<file path="config.mk">
export PLATFORM = sky130hd
export DESIGN_NAME = flt48_xlate
export DESIGN_NICKNAME = d
export VERILOG_FILES = /design/src/rtl/flt48_pkg.sv /design/src/rtl/flt48_round.sv /design/src/rtl/flt48_enc_core.sv /design/src/rtl/flt48_dec_core.sv /design/src/rtl/flt48_byte_lane.sv /design/src/rtl/flt48_xlate.sv
export SDC_FILE = /design/constraint.sdc
export NUM_CORES = 1
export LEC_CHECK = 0
export ABC_CLOCK_PERIOD_IN_PS = 4800
export BUFFER_PORTS_ARGS = -buffer_cell sky130_fd_sc_hd__buf_4
export CAP_MARGIN = 10
export CORE_MARGIN = 5
export CORE_UTILIZATION = 40
export CTS_BUF_LIST = sky130_fd_sc_hd__clkbuf_8
export DETAILED_ROUTE_END_ITERATION = 16
export GPL_TIMING_DRIVEN = 0
export PLACE_DENSITY_LB_ADDON = 0.15
export SYNTH_ARGS = -nofsm -noshare
export SYNTH_HDL_FRONTEND = slang
export SYNTH_SLANG_ARGS = --single-unit
</file>
<file path="constraint.sdc">
create_clock -name clk -period 4.8 [get_ports clk]
set_input_delay 0.24 -clock clk [delete_from_list [all_inputs] [get_ports clk]]
set_output_delay 0.24 -clock clk [all_outputs]
set_load 0.03 [all_outputs]
</file>
<file path="src/rtl/flt48_pkg.sv">
package flt48_pkg;
  localparam int DBL_W  = 64;
  localparam int DEXP_W = 11;
  localparam int DMAN_W = 52;
  localparam int DBIAS  = 1023;
  localparam int BYTE_W = 8;
endpackage

</file>
<file path="src/rtl/flt48_round.sv">
module flt48_round #(
  parameter int EXP_W  = 7,
  parameter int FRAC_W = 40
) (
  input  logic [EXP_W-1:0]  exp_i,
  input  logic [FRAC_W-1:0] frac_i,
  input  logic              half_i,
  output logic [EXP_W-1:0]  exp_o,
  output logic [FRAC_W-1:0] frac_o
);
  logic [FRAC_W:0] sum;

  always_comb begin
    sum = {1'b0, frac_i} + {{FRAC_W{1'b0}}, half_i};
    if (sum[FRAC_W]) begin
      frac_o = '0;
      exp_o  = (&exp_i) ? exp_i : exp_i + 1'b1;
    end else begin
      frac_o = sum[FRAC_W-1:0];
      exp_o  = exp_i;
    end
  end
endmodule

</file>
<file path="src/rtl/flt48_enc_core.sv">
module flt48_enc_core
  import flt48_pkg::*;
#(
  parameter int EXP_W  = 7,
  parameter int FRAC_W = 40,
  parameter int BIAS   = 64,
  localparam int WORD_W = 1 + EXP_W + FRAC_W
) (
  input  logic [DBL_W-1:0]  dbl_i,
  output logic [WORD_W-1:0] word_o
);
  localparam int SH      = DMAN_W - FRAC_W - 1;
  localparam int EXP_MAX = (1 << EXP_W) - 1;

  logic              dsign;
  logic [DEXP_W-1:0] dexp;
  logic [DMAN_W-1:0] dman;
  logic [FRAC_W:0]   top_bits;
  logic [EXP_W-1:0]  exp_clamp;
  logic [EXP_W-1:0]  exp_rnd;
  logic [FRAC_W-1:0] frac_rnd;
  int                biased;

  assign dsign    = dbl_i[DBL_W-1];
  assign dexp     = dbl_i[DBL_W-2 -: DEXP_W];
  assign dman     = dbl_i[DMAN_W-1:0];
  assign top_bits = (FRAC_W+1)'(dman >> SH);

  always_comb begin
    biased = int'(dexp) - DBIAS + BIAS;
    if (biased < 0)             exp_clamp = '0;
    else if (biased > EXP_MAX)  exp_clamp = '1;
    else                        exp_clamp = EXP_W'(biased);
  end

  flt48_round #(.EXP_W(EXP_W), .FRAC_W(FRAC_W)) round_i (
    .exp_i  (exp_clamp),
    .frac_i (top_bits[FRAC_W:1]),
    .half_i (top_bits[0]),
    .exp_o  (exp_rnd),
    .frac_o (frac_rnd)
  );

  always_comb begin
    if (dexp == '0)      word_o = '0;
    else if (&dexp)      word_o = {dsign, {(WORD_W-1){1'b1}}};
    else                 word_o = {dsign, exp_rnd, frac_rnd};
  end
endmodule

</file>
<file path="src/rtl/flt48_dec_core.sv">
module flt48_dec_core
  import flt48_pkg::*;
#(
  parameter int EXP_W  = 7,
  parameter int FRAC_W = 40,
  parameter int BIAS   = 64,
  localparam int WORD_W = 1 + EXP_W + FRAC_W
) (
  input  logic [WORD_W-1:0] word_i,
  output logic [DBL_W-1:0]  dbl_o
);
  localparam int FILL = DMAN_W - FRAC_W;

  logic [EXP_W-1:0]  field;
  logic [DEXP_W-1:0] dexp;

  assign field = word_i[WORD_W-2 -: EXP_W];
  assign dexp  = DEXP_W'(int'(field) + DBIAS - BIAS);

  always_comb begin
    if (word_i == '0) dbl_o = '0;
    else dbl_o = {word_i[WORD_W-1], dexp, word_i[FRAC_W-1:0], {FILL{1'b0}}};
  end
endmodule

</file>
<file path="src/rtl/flt48_byte_lane.sv">
module flt48_byte_lane
  import flt48_pkg::*;
#(
  parameter int NBYTES = 6,
  localparam int WORD_W = NBYTES * BYTE_W
) (
  input  logic [WORD_W-1:0]             word_i,
  input  logic [NBYTES-1:0][BYTE_W-1:0] bytes_i,
  output logic [NBYTES-1:0][BYTE_W-1:0] bytes_o,
  output logic [WORD_W-1:0]             word_o
);
  for (genvar k = 0; k < NBYTES; k++) begin : g_lane
    assign bytes_o[k]                 = word_i[BYTE_W*k +: BYTE_W];
    assign word_o[BYTE_W*k +: BYTE_W] = bytes_i[k];
  end
endmodule

</file>
<file path="src/rtl/flt48_xlate.sv">
module flt48_xlate
  import flt48_pkg::*;
#(
  parameter int EXP_W  = 7,
  parameter int FRAC_W = 40,
  parameter int BIAS   = 64,
  localparam int WORD_W = 1 + EXP_W + FRAC_W,
  localparam int NBYTES = WORD_W / BYTE_W
) (
  input  logic                          clk,
  input  logic                          rst,
  input  logic                          enc_vld_i,
  input  logic [DBL_W-1:0]              enc_dbl_i,
  input  logic                          dec_vld_i,
  input  logic [NBYTES-1:0][BYTE_W-1:0] dec_bytes_i,
  output logic                          enc_vld_o,
  output logic [WORD_W-1:0]             enc_word_o,
  output logic [NBYTES-1:0][BYTE_W-1:0] enc_bytes_o,
  output logic                          dec_vld_o,
  output logic [DBL_W-1:0]              dec_dbl_o
);
  logic [WORD_W-1:0]             enc_word_c;
  logic [NBYTES-1:0][BYTE_W-1:0] enc_bytes_c;
  logic [WORD_W-1:0]             dec_word_c;
  logic [DBL_W-1:0]              dec_dbl_c;

  flt48_enc_core #(.EXP_W(EXP_W), .FRAC_W(FRAC_W), .BIAS(BIAS)) enc_i (
    .dbl_i  (enc_dbl_i),
    .word_o (enc_word_c)
  );

  flt48_byte_lane #(.NBYTES(NBYTES)) lane_i (
    .word_i  (enc_word_c),
    .bytes_i (dec_bytes_i),
    .bytes_o (enc_bytes_c),
    .word_o  (dec_word_c)
  );

  flt48_dec_core #(.EXP_W(EXP_W), .FRAC_W(FRAC_W), .BIAS(BIAS)) dec_i (
    .word_i (dec_word_c),
    .dbl_o  (dec_dbl_c)
  );

  always_ff @(posedge clk) begin
    if (rst) begin
      enc_vld_o   <= 1'b0;
      enc_word_o  <= '0;
      enc_bytes_o <= '0;
    end else begin
      enc_vld_o <= enc_vld_i;
      if (enc_vld_i) begin
        enc_word_o  <= enc_word_c;
        enc_bytes_o <= enc_bytes_c;
      end
    end
  end

  always_ff @(posedge clk) begin
    if (rst) begin
      dec_vld_o <= 1'b0;
      dec_dbl_o <= '0;
    end else begin
      dec_vld_o <= dec_vld_i;
      if (dec_vld_i) dec_dbl_o <= dec_dbl_c;
    end
  end
endmodule

</file>
# --- Word-level counts from Yosys, hierarchy flattened ---
# Cells that the tools add are included.
word_totals:
  regBits: 162
  in_bits: 116
  wordCells: 30
op_classes:
  addsub: 6
  magnitude_cmp: 2
  muxes: 8
  n_reduce_logical: 4
op_table:
  columns: ["op", "n"]
  rows:
  - ["64-bit 2-to-1 mux", 1]
  - ["48-bit logical NOT", 1]
  - ["48-bit 2-to-1 mux", 1]
  - ["47-bit 2-to-1 mux", 1]
  - ["40-bit by 1-bit adder with 41-bit output", 1]
  - ["40-bit 2-to-1 mux", 1]
  - ["32-bit by 8-bit adder with 32-bit output (second input constant)", 1]
  - ["32-bit by 8-bit > comparator with 1-bit output (second input constant)", 1]
  - ["32-bit by 1-bit < comparator with 1-bit output (second input constant)", 1]
  - ["7-bit 2-to-1 mux", 4]
  - ["11-bit by 10-bit subtractor with 12-bit output (second input constant)", 1]
  - ["7-bit by 10-bit adder with 11-bit output (second input constant)", 1]
  - ["11-bit logical NOT", 1]
  - ["11-bit AND reduction", 1]
  - ["11-bit by 8-bit subtractor with 11-bit output (second input constant)", 1]
  - ["7-bit by 1-bit adder with 7-bit output (second input constant)", 1]
  - ["7-bit AND reduction", 1]

# --- Logic depth before layout (Yosys ltp) ---
depth:
  depth_word: 10
  ltp_mapped: 23
  depth_no_buf: 21

# --- Hierarchy ---
# A second synthesis with hierarchy kept.
hier_totals:
  hier_cells: 1029
  hier_area_um2: 9221.3
by_module_without_submodules:
  columns: ["mod", "instances", "cells_each", "area_each_um2", "seq_area_each_um2"]
  rows:
  - ["flt48_xlate", 1, 520, 5719.2, 3243.1]
  - ["flt48_round", 1, 174, 1157.4, 0.0]
  - ["flt48_enc_core", 1, 142, 1052.3, 0.0]
  - ["flt48_byte_lane", 1, 96, 720.7, 0.0]
  - ["flt48_dec_core", 1, 97, 571.8, 0.0]

# --- Worst setup path before layout ---
# No wires, ideal clock.
synth_timing:
  path_kind: "in2reg"
  startpoint: "input port enc_dbl_i[52]"
  endpoint: "register enc_word_o[43]"
  setup_ns: 0.135
  arrival_time_ns: 4.404
  slack_ns: 0.261
  path_stages: 23
  path_buffers: 2
  cell_sequence: "ha_1 buf_6 nand3_4 or3_1 and2_1 inv_1 ha_1 nand3_1 ha_1 or4b_2 nor4_1 o21ai_0 a211oi_2 buf_6 a21oi_1 ha_1 nand2b_1 nor2_1 nand3_1 nand3_1 mux2_2 a221oi_1 a211oi_1"
synth_between:
  elab_chain_cells: 10
synth_rtl:
  columns: ["element", "line", "rtl"]
  rows:
  - ["start: declaration", "flt48_xlate.sv:13", "input logic [DBL_W-1:0] enc_dbl_i,"]
  - ["11-bit by 10-bit subtractor with 12-bit output", "flt48_enc_core.sv:30", "biased = int'(dexp) - DBIAS + BIAS;"]
  - ["32-bit by 8-bit adder with 32-bit output", "flt48_enc_core.sv:30", null]
  - ["32-bit by 8-bit > comparator with 1-bit output", "flt48_enc_core.sv:32", "else if (biased > EXP_MAX) exp_clamp = '1;"]
  - ["7-bit 2-to-1 mux", "flt48_enc_core.sv:32", null]
  - ["7-bit 2-to-1 mux", "flt48_enc_core.sv:31", "if (biased < 0) exp_clamp = '0;"]
  - ["7-bit by 1-bit adder with 7-bit output or 7-bit AND reduction (tied branches)", "flt48_round.sv:17", "exp_o = (&exp_i) ? exp_i : exp_i + 1'b1;"]
  - ["7-bit 2-to-1 mux", "flt48_round.sv:17", null]
  - ["7-bit 2-to-1 mux", "flt48_round.sv:15", "if (sum[FRAC_W]) begin"]
  - ["47-bit 2-to-1 mux", "flt48_enc_core.sv:46", "else if (&dexp) word_o = {dsign, {(WORD_W-1){1'b1}}};"]
  - ["48-bit 2-to-1 mux (*)", "flt48_enc_core.sv:45", "if (dexp == '0) word_o = '0;"]
  - ["end signal: assignment", "flt48_xlate.sv:52", "enc_word_o <= enc_word_c;"]
  - ["end: declaration", "flt48_xlate.sv:17", "output logic [WORD_W-1:0] enc_word_o,"]
# Mark *: on every way between the ends. The rest lies on a longest branch, timed or not.
# A chain may end at the register's enable or synchronous reset.

# --- Final worst setup path ---
layout_timing:
  startpoint: "input port enc_dbl_i[53]"
  endpoint: "register enc_word_o[43]"
# The elaborated chain is that of the path after synthesis.

==> flow_metrics.env <==
export IMPL_status="complete, no violations"
export IMPL_adder_cell_share_of_the_synthesized_area_pct=3.04
export IMPL_core_area_um2=14000
export IMPL_num_rows=43
export IMPL_cts_path_max_buffers=2
export IMPL_die_span_in_x_um=130
export IMPL_dr_total_vias=6084
export IMPL_post_synth_cell_area_avg_um2=8.31
export IMPL_synthFlopType="dfxtp_1"
export IMPL_timing_hold_violations_final=0
export IMPL_cpMostUsedCell="nand3_1"
export IMPL_tritoncts_num_sinks=102
export IMPL_worst_slew_pin_transition_ps=1070
export IMPL_crit_path_end_kind="register"
export IMPL_max_freq_mhz=224
export IMPL_max_slew_margin_rel_pct=27.9
export IMPL_finClkSkew_ps=0
export IMPL_wl_per_cell_um=17.2
export IMPL_synth_mux_area_share_pct=0.890
export IMPL_worstHoldEndpoint="dec_dbl_o[31]"
export IMPL_drt_pass1_iter_count=5
export IMPL_worst_path_max_fanout=8
export IMPL_final_setup_viols=0
export IMPL_synth_sequential_area_ratio_pct=35.4
export IMPL_share_clk_of_total_power_pct=25.5
export IMPL_final_nets=1103
export IMPL_critPathKind="in2reg"
export IMPL_ctsHoldBuffers=0
export IMPL_grt_pass1_wl_mm=29.5
export IMPL_worstReg2RegEnd="enc_word_o[43]"
export IMPL_combinational_family_with_the_most_area_after_synthesis="compound AO/OA/AOI/OAI gates"
export IMPL_grt_ovfl_total=0
export IMPL_synth_compound_gate_area_share_pct=21.1
export IMPL_post_layout_inst_area_um2=8180
export IMPL_proportion_of_netlist_area_held_by_the_largest_area_contributor_pct=35.4
export IMPL_synth_top_cells_by_area="dfxtp_1, buf_4, a22o_1, nand2_1, o21ai_0"
export IMPL_synth_to_layout_area_growth_pct=41.8
export IMPL_pwr_density_cell_nw_per_um2=252
export IMPL_critical_path_slowest_cell="or4b_2"
export IMPL_layout_setup_ws_ps=343
export IMPL_drt_first_iter_violations=425
export IMPL_cts_htree_levels=3
export IMPL_io_buffers=249
export IMPL_synth_xor_area_share_pct=6.99
export IMPL_yosys_register_bits=102
export IMPL_netlist_area_um2=5770
export IMPL_cell_chain_of_the_critical_path="buf_4 -> ha_1 -> buf_6 -> nand3_4 -> or3_1 -> and2_1 -> inv_2 -> ha_4 -> nand3_1 -> ha_1 -> or4b_2 -> nor4_4 -> o21ai_1 -> a211oi_2 -> buf_6 -> a21oi_1 -> ha_2 -> nand2b_1 -> nor2_1 -> nand3_1 -> nand3_1 -> mux2_2 -> a221oi_1 -> a211oi_1"
export IMPL_fp_dieArea_um2=16900
export IMPL_critPathArrivalTime_ps=4710
export IMPL_switchingPower_uw=715
export IMPL_tritoncts="built"
export IMPL_post_route_cells_drive_above_1_share_pct=36.8
export IMPL_synth_edff_count=0
export IMPL_period_needed_ps=4460
export IMPL_tritoncts_num_buffers=9
export IMPL_fin_setup_tns_ps=0
export IMPL_cts_root_buffer="clkbuf_8"
export IMPL_netlist_top_cell_by_area="dfxtp_1"
export IMPL_die_height_um=130
export IMPL_grt_pass1_vias=5717
export IMPL_per_cell_via_count_in_the_routed_design=5.25
export IMPL_detailed_place_area_um2=7900
export IMPL_holdCritStartpoint="dec_bytes_i[19]"
export IMPL_rd_place_congestion=0.897
export IMPL_switching_share_pct=34.7
export IMPL_gr_usage_all_layers_pct=22.0
export IMPL_synth_simple_gate_area_share_pct=20.2
export IMPL_dp_worst_setup_slack_ps=-522
export IMPL_total_wire_length_after_detailed_routing_mm=19.9
export IMPL_crit_path_start_kind="input port"
export IMPL_insertion_delay_ps=370
export IMPL_p_int_mw=1.35
export IMPL_max_vdd_ir_drop_mv=0.126
export IMPL_detail_route_drc_violations=0
export IMPL_fillerInstances=1334
export IMPL_rsz_0062_raised_after_global_routing="false"
export IMPL_holdPathStages=2
export IMPL_power_frac_comb_pct=29.2
export IMPL_finalMaxSlewViolations=0
export IMPL_synth_async_reset_ratio_pct=0
export IMPL_postSynthCellCount=694
export IMPL_clock_slew_at_the_register_clock_pins_of_the_worst_setup_and_hold_paths_ps=110
export IMPL_antenna_found_initial=0
export IMPL_worst_endpoint_required_ps=5060
export IMPL_holdCritPathClass="in2reg"
export IMPL_r2r_setup_slack_ps=3900
export IMPL_insertedDiodeCount=0
export IMPL_dp_hpwl_mm=15.8
export IMPL_max_cap_viol_count=0
export IMPL_post_synth_top_count_cell="dfxtp_1"
export IMPL_worst_r2r_path_depth=2
export IMPL_final_antenna_net_count=0
export IMPL_largest_net_degree_at_the_start_of_global_routing=19
export IMPL_cp_slowest_stage_delay_ps=620
export IMPL_initial_core_util_pct=41.2
export IMPL_p_leak_nw=3.71
export IMPL_final_min_period_over_clock_period_pct=92.9
export IMPL_synth_warning_count=0
export IMPL_count_of_cell_types_in_the_netlist=60
export IMPL_synthTopCellsByCount="dfxtp_1, buf_4, nand2_1"
export IMPL_io_pins=278
export IMPL_worstReg2RegStart="enc_word_o[43]"
export IMPL_seq_power_share_pct=45.3
[layer usage]
layer / vias up / part of all wire (%) / wire (µm) / GRT usage, %
li1: 2992 / - / - / -
met1: 2768 / 42 / 8340 / 28.4
met2: 295 / 46 / 9170 / 36.5
met3: 29 / 10 / 2010 / 5.12
met4: 0 / 1.9 / 371 / 6.91
met5: - / 0 / 0 / 0
[stage by stage]
stage	hold slack (ps)	power, mW	instances	util, %
after floorplan	353	1.30	705	-
after global placement	440	1.55	1134	56.5
after detailed placement	448	1.55	1134	56.5
after CTS	52.7	2.07	1151	57.8
after global routing	52.9	2.15	1158	58.5
final	76.5	2.06	1158	58.5
[state kept, by name, indices dropped and copies added (netlist names)]
signal,cells
enc_vld_o,1
dec_vld_o,1
enc_word_o,48
dec_dbl_o,52
[layout by cell type, fill, tap and decap left out, types with 3 or more instances in the layout]
cell	netlist	layout
and2_1	4	4
a22o_1	42	42
and3_1	10	10
a31oi_1	5	5
buf_6	3	3
and4_1	7	7
dfxtp_1	102	102
clkbuf_1	36	36
clkbuf_8	0	9
inv_1	11	10
xnor2_1	21	21
a22oi_1	19	19
mux2i_1	4	4
a21oi_1	43	43
o31ai_1	3	3
conb_1	1	12
nand2b_1	4	4
buf_4	64	320
nand4_1	27	27
xor2_1	25	25
nor4_1	17	16
buf_2	3	4
nand3_1	20	20
o21ai_0	45	44
nor3_1	5	5
nor2_1	53	51
ha_1	14	12
or3_1	3	3
nand2_1	60	60
[worst max-delay path, delay by kind of cell]
family	cells	cell delay, ps
compound gates	5	850
fa+ha+maj	4	830
buf+inv	4	520
mux	1	290
simple gates	10	1970
[logic make-up (layout without fill, tap and decap cells)]
group / count (synthesis) / count (layout)
mux: 5 / 5
compound gates: 181 / 181
xor+xnor: 46 / 46
other cells: 1 / 12
fa+ha+maj: 14 / 14
buf+inv: 119 / 392
simple gates: 226 / 226
flops: 102 / 102
[worst max-delay path by stage]
stage,start,end,slack [ps],cells after the start
4_1_cts,enc_dbl_i[53],enc_word_o[43],50,24
5_1_grt,enc_dbl_i[52],enc_word_o[43],6,23
3_5_place_dp,enc_dbl_i[53],enc_word_o[43],-520,24
3_3_place_gp,enc_dbl_i[53],enc_word_o[43],-530,24
6_report,enc_dbl_i[53],enc_word_o[43],340,24
2_1_floorplan,enc_dbl_i[52],enc_word_o[43],260,23
[layout make-up]
cell class	instances	area (µm²)	share of cell area, %
multi-input combinational	484	3090	37.8
clock inverter	7	57.6	0.704
buffer	107	668	8.17
sequential	102	2040	25.0
tap	180	225	2.75
inverter	12	45.0	0.551
clock buffer	9	124	1.51
timing repair buffer	257	1930	23.6
[power by group through the flow]
| stage | combinational [mW] | sequential [mW] | clock (mW) |
|---|---|---|---|
| after CTS | 0.599 | 0.935 | 0.539 |
| after global placement | 0.594 | 0.953 | 0 |
| after global routing | 0.643 | 0.941 | 0.571 |
| after floorplan | 0.254 | 1.04 | 0 |
| final | 0.602 | 0.934 | 0.525 |
| after detailed placement | 0.597 | 0.954 | 0 |
[repair_timing]
action,in CTS,in global routing
resized for setup,0,9
pin swaps,1,3
endpoints found under the setup margin,1,6
buffers inserted,1,6
Note: power is estimated with default switching activity, not from simulation.
